**src/rtl/xirq_pkg.sv**
```systemverilog
package xirq_pkg;
  localparam int unsigned WORD_W    = 32;
  localparam int unsigned SENSE_MSB = 15;
  localparam int unsigned ROUTE_POS = 0;

  typedef enum logic [1:0] {
    ADDR_SENSE = 2'd0,
    ADDR_MASK  = 2'd1,
    ADDR_ACK   = 2'd2,
    ADDR_NONE  = 2'd3
  } reg_addr_e;

  // pin k sense select sits at a reversed position below bit 15
  function automatic int unsigned sense_pos(input int unsigned pin);
    return SENSE_MSB - pin;
  endfunction

  // big-endian source numbering for mask and acknowledge words
  function automatic int unsigned be_pos(input int unsigned pin);
    return WORD_W - 1 - pin;
  endfunction
endpackage

```
**src/rtl/xirq_sync.sv**
```systemverilog
module xirq_sync #(
  parameter int unsigned WIDTH  = 8,
  parameter int unsigned STAGES = 2
) (
  input  logic             clk,
  input  logic             rst,
  input  logic [WIDTH-1:0] din,
  output logic [WIDTH-1:0] dout
);
  logic [WIDTH-1:0] stage_q [STAGES];

  always_ff @(posedge clk) begin
    if (rst) begin
      for (int s = 0; s < STAGES; s++) stage_q[s] <= '1;
    end else begin
      stage_q[0] <= din;
      for (int s = 1; s < STAGES; s++) stage_q[s] <= stage_q[s-1];
    end
  end

  assign dout = stage_q[STAGES-1];
endmodule

```
**src/rtl/xirq_edge_cell.sv**
```systemverilog
module xirq_edge_cell (
  input  logic clk,
  input  logic rst,
  input  logic sync_lvl,
  input  logic edge_mode,
  input  logic ack_clr,
  output logic fall,
  output logic pend_q,
  output logic raw_req
);
  logic prev_q;

  always_ff @(posedge clk) begin
    if (rst) prev_q <= 1'b1;
    else     prev_q <= sync_lvl;
  end

  assign fall = prev_q & ~sync_lvl;

  always_ff @(posedge clk) begin
    if (rst || !edge_mode) pend_q <= 1'b0;
    else                   pend_q <= fall | (pend_q & ~ack_clr);
  end

  assign raw_req = edge_mode ? pend_q : ~sync_lvl;
endmodule

```
**src/rtl/xirq_regs.sv**
```systemverilog
module xirq_regs
  import xirq_pkg::*;
#(
  parameter int unsigned NUM_PINS = 8,
  localparam int unsigned AW = 2
) (
  input  logic                clk,
  input  logic                rst,
  input  logic [AW-1:0]       reg_addr,
  input  logic                reg_we,
  input  logic [WORD_W-1:0]   reg_wdata,
  input  logic [NUM_PINS-1:0] status_vec,
  output logic [NUM_PINS-1:0] edge_vec,
  output logic [NUM_PINS-1:0] mask_vec,
  output logic                route_q,
  output logic [NUM_PINS-1:0] ack_clr,
  output logic [WORD_W-1:0]   reg_rdata
);
  logic wr_sense, wr_mask, wr_ack;
  logic [WORD_W-1:0] rd_mux;
  logic unused_wbits;

  assign wr_sense = reg_we && (reg_addr == ADDR_SENSE);
  assign wr_mask  = reg_we && (reg_addr == ADDR_MASK);
  assign wr_ack   = reg_we && (reg_addr == ADDR_ACK);
  assign unused_wbits = ^reg_wdata;

  for (genvar k = 0; k < NUM_PINS; k++) begin : g_pin
    always_ff @(posedge clk) begin
      if (rst) begin
        edge_vec[k] <= 1'b0;
        mask_vec[k] <= 1'b0;
      end else begin
        if (wr_sense) edge_vec[k] <= reg_wdata[sense_pos(k)];
        if (wr_mask)  mask_vec[k] <= reg_wdata[be_pos(k)];
      end
    end
    assign ack_clr[k] = wr_ack & reg_wdata[be_pos(k)];
  end

  always_ff @(posedge clk) begin
    if (rst)          route_q <= 1'b0;
    else if (wr_mask) route_q <= reg_wdata[ROUTE_POS];
  end

  always_comb begin
    rd_mux = '0;
    case (reg_addr)
      ADDR_SENSE: for (int k = 0; k < NUM_PINS; k++) rd_mux[sense_pos(k)] = edge_vec[k];
      ADDR_MASK: begin
        for (int k = 0; k < NUM_PINS; k++) rd_mux[be_pos(k)] = mask_vec[k];
        rd_mux[ROUTE_POS] = route_q;
      end
      ADDR_ACK:   for (int k = 0; k < NUM_PINS; k++) rd_mux[be_pos(k)] = status_vec[k];
      default:    rd_mux = '0;
    endcase
  end

  always_ff @(posedge clk) begin
    if (rst) reg_rdata <= '0;
    else     reg_rdata <= rd_mux;
  end
endmodule

```
**src/rtl/xirq_sense_unit.sv**
```systemverilog
module xirq_sense_unit
  import xirq_pkg::*;
#(
  parameter int unsigned NUM_PINS    = 8,
  parameter int unsigned SYNC_STAGES = 2
) (
  input  logic                clk,
  input  logic                rst,
  input  logic [NUM_PINS-1:0] pin_n,
  input  logic [1:0]          reg_addr,
  input  logic                reg_we,
  input  logic [WORD_W-1:0]   reg_wdata,
  output logic [WORD_W-1:0]   reg_rdata,
  output logic [NUM_PINS-1:0] req_o,
  output logic                mc_req_o
);
  logic [NUM_PINS-1:0] sync_lvl, edge_vec, mask_vec, ack_clr;
  logic [NUM_PINS-1:0] fall_vec, pend_vec, raw_vec, gated;
  logic route_q;

  xirq_sync #(.WIDTH(NUM_PINS), .STAGES(SYNC_STAGES)) u_sync (
    .clk(clk), .rst(rst), .din(pin_n), .dout(sync_lvl)
  );

  for (genvar k = 0; k < NUM_PINS; k++) begin : g_cell
    xirq_edge_cell u_cell (
      .clk(clk), .rst(rst), .sync_lvl(sync_lvl[k]), .edge_mode(edge_vec[k]),
      .ack_clr(ack_clr[k]), .fall(fall_vec[k]), .pend_q(pend_vec[k]),
      .raw_req(raw_vec[k])
    );
  end

  xirq_regs #(.NUM_PINS(NUM_PINS)) u_regs (
    .clk(clk), .rst(rst), .reg_addr(reg_addr), .reg_we(reg_we),
    .reg_wdata(reg_wdata), .status_vec(raw_vec), .edge_vec(edge_vec),
    .mask_vec(mask_vec), .route_q(route_q), .ack_clr(ack_clr),
    .reg_rdata(reg_rdata)
  );

  assign gated = raw_vec & mask_vec;

  always_ff @(posedge clk) begin
    if (rst) begin
      req_o    <= '0;
      mc_req_o <= 1'b0;
    end else begin
      req_o    <= gated & ~{{(NUM_PINS-1){1'b0}}, route_q};
      mc_req_o <= gated[0] & route_q;
    end
  end
endmodule

```
**config.mk**
```make
export PLATFORM = sky130hd
export DESIGN_NAME = xirq_sense_unit
export DESIGN_NICKNAME = d
export VERILOG_FILES = /design/src/rtl/xirq_pkg.sv /design/src/rtl/xirq_sync.sv /design/src/rtl/xirq_edge_cell.sv /design/src/rtl/xirq_regs.sv /design/src/rtl/xirq_sense_unit.sv
export SDC_FILE = /design/constraint.sdc
export NUM_CORES = 1
export LEC_CHECK = 0
export ABC_AREA = 1
export BUFFER_PORTS_ARGS = -buffer_cell sky130_fd_sc_hd__buf_2
export CORE_MARGIN = 1.5
export CORE_UTILIZATION = 51
export DETAILED_ROUTE_END_ITERATION = 6
export GPL_ROUTABILITY_DRIVEN = 0
export PLACE_DENSITY_LB_ADDON = 0.12
export SLEW_MARGIN = 20
export SYNTH_ARGS = -nofsm -noshare
export SYNTH_HDL_FRONTEND = slang
export SYNTH_HIERARCHICAL = 1
export SYNTH_SLANG_ARGS = --single-unit
export TNS_END_PERCENT = 10
```
**constraint.sdc**
```tcl
create_clock -name clk -period 1.2 [get_ports clk]
set_clock_uncertainty 0.15 [all_clocks]
set_input_delay 0.12 -clock clk [delete_from_list [all_inputs] [get_ports clk]]
set_output_delay 0.12 -clock clk [all_outputs]
set_load 0.01 [all_outputs]
```
==> run_results.csv, run 1 <==
group,metric,value,unit
placed_design,pre_cts_ws,-0.07101,ns
outcome,status,"complete, no violations",
worst_setup_path,path_buf_inv,0,
global_route,antenna_found_initial,0,
placed_design,dp.cells,506,
worst_setup_path,cp-start-kind,"flop",
worst_setup_path,worst-setup-path-type,"reg -> reg",
cells_and_area,area_growth,26.98,%
die,die_area,6181,µm²
worst_setup_path,max_stage_delay,0.33,ns
power_and_ir_drop,p_per_area,1514,nW/µm²
clocking,postCtsSetupBuffers,0,
global_route,met2_usage,0.2871,
clocking,cts-root-buf,"clkbuf_8",
global_route,grt_pass1_wl,8866,µm
placed_design,port_buffers,55,
cells_and_area,fin_cells,549,
timing,fin_setup_tns,0,ns
power_and_ir_drop,p_clk_frac,0.463,
die,chipHeight,78.62,µm
global_route,grt_pass1_vias,2050,
worst_setup_path,path_cells,"o21ai_0 > nand2_1 > a21oi_1",
routing,drtIter0Drc,105,
clocking,insertion_delay,0.34,ns
clocking,cts.clk_slew.worst_paths,0.08,ns
routing,detail-route-antenna-nets,0,
worst_setup_path,critPathCaptureType,"flop",
worst_setup_path,slowest_stage,"dfxtp_1",
routing,drtPass1Iterations,4,
worst_setup_path,crit_family,"compound AO/OA/AOI/OAI gates",
timing,final-setup-viol-count,0,
cells_and_area,drive_above_1_share,0.2264,
routing,routedWlPerCell,9.840,µm
routing,finalWirelength,5402,µm
global_route,grtUsageTotal,0.1885,
yosys,syn_area_per_cell,7.556,µm²
die,die_w,78.62,µm
timing,drv_slew,0,
power_and_ir_drop,intPower,4.447,mW
yosys,yosysWarnings,6,
placed_design,dpl.hpwl,3578,µm
power_and_ir_drop,combPwrFrac,0.073,
timing,fmax,913.1,MHz
timing,rsz0062_at_grt,"no",
clocking,numCtsBuffers,9,
global_route,overflow,0,
global_route,grt_max_degree,19,
yosys,synth_area,2917,µm²
clocking,cts_tree,"yes",
cells_and_area,finish.net_count,520,
die,io_pins,86,
timing,min_period,1.095,ns
power_and_ir_drop,p_seq_frac,0.464,
routing,drc,0,
timing,hold_viol,0,
die,rows,27,
clocking,cts.htree.levels,3,
global_route,use_met1,0.2433,
worst_setup_path,crit_fanout,4,
global_route,use_met3,0.04186,
hold_path,hold_class,"in -> reg",
timing,setup_ws,0.1048,ns
power_and_ir_drop,power_switching,1.160,mW
timing,whs,0.03687,ns
die,initial_core_util,0.5297,
clocking,clk_path_buf_depth,2,
cells_and_area,antenna-diode-count,0,
worst_setup_path,arrival,1.21,ns
power_and_ir_drop,swShare,0.2069,
timing,period_share,0.9127,
run,maxCapViolCount,0,
die,core,5507,µm²
power_and_ir_drop,p_leak,1.909,nW
yosys,synth_cells,386,
global_route,grt.busiest_layer,"met2",
routing,vias,2260,
clocking,clock_sinks,75,
routing,avgViaCountPerCell,4.117,
power_and_ir_drop,total_power,5.607,mW
worst_setup_path,cp.required,1.32,ns
power_and_ir_drop,irDropWorstVdd,0.001150,V
power by group through the flow:
stage / sequential, mW / clock, mW / combinational [mW]
3_3_place_gp: 2.66 / 0 / 0.333
2_1_floorplan: 2.65 / 0 / 0.275
3_5_place_dp: 2.66 / 0 / 0.337
6_report: 2.60 / 2.60 / 0.409
5_1_grt: 2.61 / 2.73 / 0.464
4_1_cts: 2.60 / 2.64 / 0.408
layout by cell type, fill, tap and decap left out, types with 2 or more instances in the layout:
| cell type | count |
|---|---|
| nand2_1 | 112 |
| dfxtp_1 | 75 |
| nor2_1 | 60 |
| inv_1 | 60 |
| buf_2 | 55 |
| dlygate4sd3_1 | 27 |
| conb_1 | 15 |
| inv_2 | 11 |
| clkbuf_8 | 11 |
| nand2_2 | 9 |
| buf_4 | 9 |
| a21oi_2 | 8 |
| a21oi_1 | 8 |
| o21ai_0 | 6 |
| bufinv_16 | 4 |
| ha_1 | 3 |
| o21ai_1 | 2 |
registers in the layout (all words and copies together) (netlist names):
signal                flops
u_regs/reg_rdata         17
u_sync/stage_q           16
g_cell.u_cell/pend_q      8
u_regs/mask_vec           8
req_o                     8
g_cell.u_cell/prev_q      8
u_regs/edge_vec           8
mc_req_o                  1
u_regs/route_q            1
final cells by class:
class / instances / area [µm²]
Clock inverter: 4 / 120.1
Tap cell: 72 / 90.09
Clock buffer: 12 / 155.1
Fill cell: 473 / 1803
Inverter: 71 / 266.5
Multi-Input combinational cell: 224 / 957.2
Timing Repair Buffer: 91 / 613.1
Sequential cell: 75 / 1501
worst paths after layout:
| kind | from | end | slack [ns] | depth (start not counted) |
|---|---|---|---|---|
| setup / recovery | u_regs/edge_vec[7] | u_regs/reg_rdata[24] | 0.10 | 3 |
| hold / removal | rst | u_sync/stage_q[0][4] | 0.04 | 3 |
| setup reg to reg | u_regs/edge_vec[7] | u_regs/reg_rdata[24] | 0.10 | 3 |
| hold reg to reg | u_sync/stage_q[0][1] | u_sync/stage_q[0][9] | 0.26 | 2 |
what timing repair did:
item | in CTS | in global routing
setup endpoints to repair | 0 | 3
resized for setup | 0 | 2
hold endpoints to repair | 29 | 0
hold buffers | 27 | 0
per-stage QoR:
step	instance area, µm²	util
after floorplan	2969	-
after CTS	3704	0.6726
after detailed placement	3158	0.5735
after global placement	3158	0.5735
final	3704	0.6726
after global routing	3704	0.6726
routing by layer:
layer	share of wire	routed length (µm)
met2	0.44	2363
met1	0.49	2662
met5	0	0
met3	0.048	261
met4	0.021	115
worst min-delay path: cells and delay by family:
family                 cells  cell delay [ns]
buffers and inverters      2             0.30
and+or+nand+nor            1             0.08
Note: power is estimated with default switching activity, not from simulation.
==> inputs of run 2 (changes only) <==
--- a/config.mk
+++ b/config.mk
@@ -7,11 +7,13 @@
 export LEC_CHECK = 0
 export ABC_AREA = 1
 export BUFFER_PORTS_ARGS = -buffer_cell sky130_fd_sc_hd__buf_2
+export CORE_ASPECT_RATIO = 2
 export CORE_MARGIN = 1.5
 export CORE_UTILIZATION = 51
 export DETAILED_ROUTE_END_ITERATION = 6
 export GPL_ROUTABILITY_DRIVEN = 0
 export PLACE_DENSITY_LB_ADDON = 0.12
+export REMOVE_ABC_BUFFERS = 1
 export SLEW_MARGIN = 20
 export SYNTH_ARGS = -nofsm -noshare
 export SYNTH_HDL_FRONTEND = slang
==> run 2 against run 1 <==
Against the previous run: worst setup slack got worse by 0.062 ns; critical path type is now in -> reg; maximum frequency fell by 5.3%; sequential share of layout area rose by 0.78 points; flip-flop and latch count did not move; sequential power barely moved.
==> run_results.csv, run 2 (synthesized netlist as in run 1, its figures left out) <==
group,metric,value,unit
placed_design,port_buffers,55,
cells_and_area,finish.net_count,521,
clocking,postCtsSetupBuffers,0,
global_route,overflow,0,
die,chipHeight,109.9,µm
die,die_area,6209,µm²
global_route,grt_pass1_wl,9542,µm
clocking,cts.htree.levels,3,
cells_and_area,largestRegisters,"u_regs/reg_rdata: 17 flops, u_sync/stage_q: 16 flops",
timing,hold_viol,0,
hold_path,hold_class,"in -> reg",
power_and_ir_drop,combPwrFrac,0.089,
timing,rsz0062_at_grt,"yes",
cells_and_area,largest_reg_flops,17,
routing,finalWirelength,5930,µm
routing,routedWlPerCell,11.02,µm
cells_and_area,drive_above_1_share,0.2343,
die,initial_core_util,0.5334,
cells_and_area,fin_cells,538,
cells_and_area,area_growth,24.58,%
worst_setup_path,critPathCaptureType,"flop",
timing,min_period,1.157,ns
timing,drv_slew,0,
timing,period_share,0.9640,
worst_setup_path,worst-setup-path-type,"in -> reg",
cells_and_area,final_cell_mix,"112 x nand2_1, 75 x dfxtp_1, 60 x nor2_1, 60 x inv_1, 55 x buf_2",
routing,avgViaCountPerCell,4.381,
power_and_ir_drop,p_per_area,1333,nW/µm²
worst_setup_path,cp-start-kind,"primary input",
clocking,insertion_delay,0.35,ns
placed_design,dpl.hpwl,3843,µm
routing,drtPass1Iterations,4,
routing,drtIter0Drc,45,
clocking,cts_tree,"yes",
die,core,5468,µm²
timing,final-setup-viol-count,0,
global_route,grt_max_degree,19,
worst_setup_path,arrival,1.27,ns
routing,drc,0,
die,rows,38,
power_and_ir_drop,p_clk_frac,0.374,
die,io_pins,86,
routing,detail-route-antenna-nets,0,
power_and_ir_drop,total_power,4.844,mW
worst_setup_path,worstRegToRegCells,3,
cells_and_area,top_register,"u_regs/reg_rdata",
global_route,antenna_found_initial,0,
timing,fmax,864.5,MHz
placed_design,dp.cells,496,
clocking,cts.clk_slew.worst_paths,0.07,ns
clocking,clk_path_buf_depth,2,
run,maxCapViolCount,0,
power_and_ir_drop,irDropWorstVdd,0.001067,V
global_route,grtUsageTotal,0.2068,
routing,vias,2357,
clocking,numCtsBuffers,9,
power_and_ir_drop,p_seq_frac,0.537,
cells_and_area,antenna-diode-count,0,
clocking,clock_sinks,75,
global_route,grt_pass1_vias,2131,
worst_setup_path,cp.required,1.32,ns
cells_and_area,fin_util,0.6645,
cells_and_area,layout_commonest_cell,"nand2_1",
power_and_ir_drop,intPower,3.725,mW
clocking,cts-root-buf,"clkbuf_8",
outcome,status,"complete, no violations",
hold_path,hold_depth,4,
power_and_ir_drop,swShare,0.2310,
power_and_ir_drop,power_switching,1.119,mW
die,die_w,56.47,µm
worst_setup_path,crit_fanout,5,
power_and_ir_drop,p_leak,1.882,nW
-- run 2: cell count changes in the layout (fill, tap and decap cells not counted), sizes merged --
cell,previous run,this run
buf,64,66
clkbuf,12,15
dlygate4sd3,27,26
bufinv,4,0
clkinv,0,1
-- run 2: repair_timing --
action	CTS	global route
hold endpoints to repair	26	0
gates resized for setup	0	3
endpoints found under the setup margin	0	4
hold buffers	26	0
-- run 2: worst paths after layout --
| check | from | endpoint | slack [ns] |
|---|---|---|---|
| max | rst | u_regs/reg_rdata[27] | 0.04 |
| min | reg_we | u_regs/mask_vec[0] | 0.11 |
| max reg2reg | u_sync/stage_q[0][8] | u_regs/reg_rdata[31] | 0.15 |
| min reg2reg | u_sync/stage_q[0][6] | u_sync/stage_q[0][14] | 0.25 |
-- run 2: cell type report --
class | count | area, µm²
fill | 492 | 1834
sequential | 75 | 1501
multi-input combinational | 224 | 968.4
timing repair buffer | 92 | 630.6
inverter | 71 | 266.5
clock buffer | 15 | 186.4
tap | 60 | 75.07
clock inverter | 1 | 5.005
-- run 2: metal layers --
layer	global-route usage	wire (µm)	vias up
met3	0.05765	284	11
met5	0	0	-
met4	0.1122	158	0
met2	0.3596	2983	64
li1	-	-	1251
met1	0.2228	2504	1031
-- run 2: per-stage QoR --
step                      hold slack (ns)  setup WS (ns)  setup TNS, ns  cell area (µm²)
after floorplan                   0.04158        0.05428              0             2725
after global placement             0.1459       -0.04447        -0.3804             3171
after detailed placement           0.1523       -0.06169        -0.5557             3171
after CTS                         0.08834        0.06976              0             3622
after global routing               0.1201      -0.006620      -0.007556             3633
final                              0.1076        0.04324              0             3633
-- run 2: power by group through the flow --
stage,combinational [mW],clock (mW),sequential (mW)
2_1_floorplan,0.198,0,2.65
3_3_place_gp,0.352,0,2.66
3_5_place_dp,0.357,0,2.66
4_1_cts,0.426,1.86,2.60
5_1_grt,0.483,1.96,2.61
6_report,0.430,1.81,2.60
-- run 2: worst max-delay path, cell delays in order --
cell	delay [ns]
dlygate4sd3_1	0.53
buf_2	0.17
inv_2	0.08
nand2_1	0.07
buf_4	0.16
a21oi_1	0.14
==> inputs of run 3 (changes only) <==
--- a/config.mk
+++ b/config.mk
@@ -6,12 +6,14 @@
 export NUM_CORES = 1
 export LEC_CHECK = 0
 export ABC_AREA = 1
+export ABC_CLOCK_PERIOD_IN_PS = 1200
 export BUFFER_PORTS_ARGS = -buffer_cell sky130_fd_sc_hd__buf_2
 export CORE_ASPECT_RATIO = 2
 export CORE_MARGIN = 1.5
 export CORE_UTILIZATION = 51
 export DETAILED_ROUTE_END_ITERATION = 6
 export GPL_ROUTABILITY_DRIVEN = 0
+export GPL_TIMING_DRIVEN = 0
 export PLACE_DENSITY_LB_ADDON = 0.12
 export REMOVE_ABC_BUFFERS = 1
 export SLEW_MARGIN = 20
==> run 3 against run 2 <==
Against the previous run: die area stayed put; design area is 1.6% lower; wire length is 4.8% lower; largest cell class unchanged; worst hold slack worse by 0.055 ns; critical path depth is 2 lower; largest power group unchanged; maximum frequency is 6.7% higher; clock-buffer cell count is 3 lower; register-to-register slack better by 0.03 ns.
==> run_results.csv, run 3 (synthesized netlist as in run 1, its figures left out) <==
group,metric,value,unit
cells_and_area,antenna-diode-count,0,
cells_and_area,drive_above_1_share,0.2210,
clocking,numCtsBuffers,9,
worst_setup_path,max_stage_delay,0.37,ns
clocking,clk_path_buf_depth,2,
clocking,cts.clk_slew.worst_paths,0.07,ns
hold_path,hold_depth,2,
worst_setup_path,cp-start-kind,"primary input",
clocking,cts-root-buf,"clkbuf_8",
global_route,grt_max_degree,20,
worst_setup_path,path_cells,"buf_2 > inv_4 > nand2_1 > a21oi_1",
routing,drtIter0Drc,70,
die,die_area,6209,µm²
routing,drc,0,
run,maxCapViolCount,0,
hold_path,whs_endpoint,"req_o[2]",
clocking,clock_sinks,75,
timing,period_share,0.9033,
clocking,cts.htree.levels,3,
cells_and_area,area_growth,22.61,%
cells_and_area,largestRegisters,"u_regs/reg_rdata: 17 flops, u_sync/stage_q: 16 flops",
placed_design,dpl.hpwl,3585,µm
die,core,5468,µm²
cells_and_area,finish.net_count,509,
routing,avgViaCountPerCell,4.435,
global_route,grt_pass1_wl,8983,µm
worst_setup_path,path_buf_inv,2,
timing,fmax,922.6,MHz
worst_setup_path,worst-setup-path-type,"in -> reg",
hold_path,hold_class,"in -> reg",
routing,drtPass1Iterations,4,
global_route,overflow,0,
power_and_ir_drop,p_per_area,1437,nW/µm²
timing,drv_slew,0,
hold_path,min_from,"rst",
clocking,cts_tree,"yes",
cells_and_area,final.fill_count,511,
worst_setup_path,rr_startpoint,"u_sync/stage_q[0][12]",
cells_and_area,fin_cells,526,
placed_design,dpl_cell_area,3075,µm²
worst_setup_path,crit_family,"buffers and inverters",
die,initial_core_util,0.5334,
cells_and_area,largest_reg_flops,17,
global_route,grtUsageTotal,0.1962,
global_route,antenna_found_initial,0,
clocking,insertion_delay,0.34,ns
worst_setup_path,slowest_stage,"buf_2",
routing,finalWirelength,5644,µm
timing,rsz0062_at_grt,"no",
cells_and_area,final_cell_mix,"110 x nand2_1, 75 x dfxtp_1, 60 x nor2_1, 60 x inv_1, 55 x buf_2",
die,die_w,56.47,µm
worst_setup_path,crit_fanout,19,
placed_design,dp.cells,485,
timing,hold_viol,0,
cells_and_area,layout_commonest_cell,"nand2_1",
worst_setup_path,cp.required,1.26,ns
die,io_pins,86,
routing,detail-route-antenna-nets,0,
cells_and_area,stdcell_area,3576,µm²
placed_design,port_buffers,55,
worst_setup_path,r2r_slack,0.18,ns
worst_setup_path,arrival,1.15,ns
power_and_ir_drop,p_leak,1.833,nW
die,rows,38,
timing,min_period,1.084,ns
cells_and_area,top_register,"u_regs/reg_rdata",
global_route,grt_pass1_vias,2081,
worst_setup_path,critPathCaptureType,"flop",
die,chipHeight,109.9,µm
worst_setup_path,worstRegToRegCells,3,
timing,final-setup-viol-count,0,
outcome,status,"complete, no violations",
routing,vias,2333,
power_and_ir_drop,irDropWorstVdd,0.001164,V
routing,routedWlPerCell,10.73,µm
worst_setup_path,regToRegEndpoint,"u_regs/reg_rdata[27]",
-- run 3: cell count changes in the layout (fill, tap and decap cells not counted), sizes merged --
cell,change
dlygate4sd3,-1
bufinv,+2
buf,-11
clkinvlp,+1
clkbuf,-3
-- run 3: what timing repair did --
action | 4_1_cts | 5_1_grt
endpoints found under the hold margin | 25 | 0
gates resized for setup | 4 | 2
buffers inserted | 0 | 0
hold buffers | 25 | 0
setup endpoints to repair | 18 | 10
-- run 3: cell type report --
class	count	area (µm²)	share of cell area
flip-flops and latches	75	1501	0.4199
clock inverters	4	72.57	0.02029
multi-input cells	224	977.2	0.2733
well taps	60	75.07	0.02099
clock buffers	12	155.1	0.04339
inverters	71	269.0	0.07523
repair buffers	80	525.5	0.1470
-- run 3: stage by stage --
step	utilization	power (mW)	hold WS (ns)	TNS, ns	worst slack [ns]
final	0.6540	5.137	0.05294	0	0.1161
after global routing	0.6540	5.336	0.06402	0	0.07605
after CTS	0.6517	5.185	0.04338	0	0.05508
after detailed placement	0.5625	2.982	0.1514	-13.03	-0.5287
after global placement	0.5625	2.974	0.1464	-12.90	-0.5192
after floorplan	-	2.851	0.04158	0	0.05428
-- run 3: how the worst max path moves through the flow --
stage	cells past startpoint	slack (ns)	start	to
final	4	0.12	rst	u_regs/reg_rdata[30]
after global routing	4	0.08	rst	u_regs/reg_rdata[30]
after CTS	7	0.06	reg_addr[1]	u_regs/mask_vec[6]
after detailed placement	8	-0.53	reg_addr[0]	g_cell[6].u_cell/pend_q
after global placement	8	-0.52	reg_addr[0]	g_cell[6].u_cell/pend_q
after floorplan	7	0.05	reg_addr[0]	g_cell[0].u_cell/pend_q
-- run 3: per-layer routing --
metal | GRT usage | share of wire | up-vias
met5 | 0 | 0 | -
met4 | 0.1071 | 0.023 | 0
met3 | 0.05059 | 0.045 | 10
met2 | 0.3580 | 0.53 | 59
met1 | 0.1987 | 0.41 | 1038
li1 | - | - | 1226
-- run 3: power by group --
part,switching [mW],internal (mW)
combinational,0.234,0.164
clock,0.858,1.28
sequential,0.0394,2.56
total,1.13,4.00
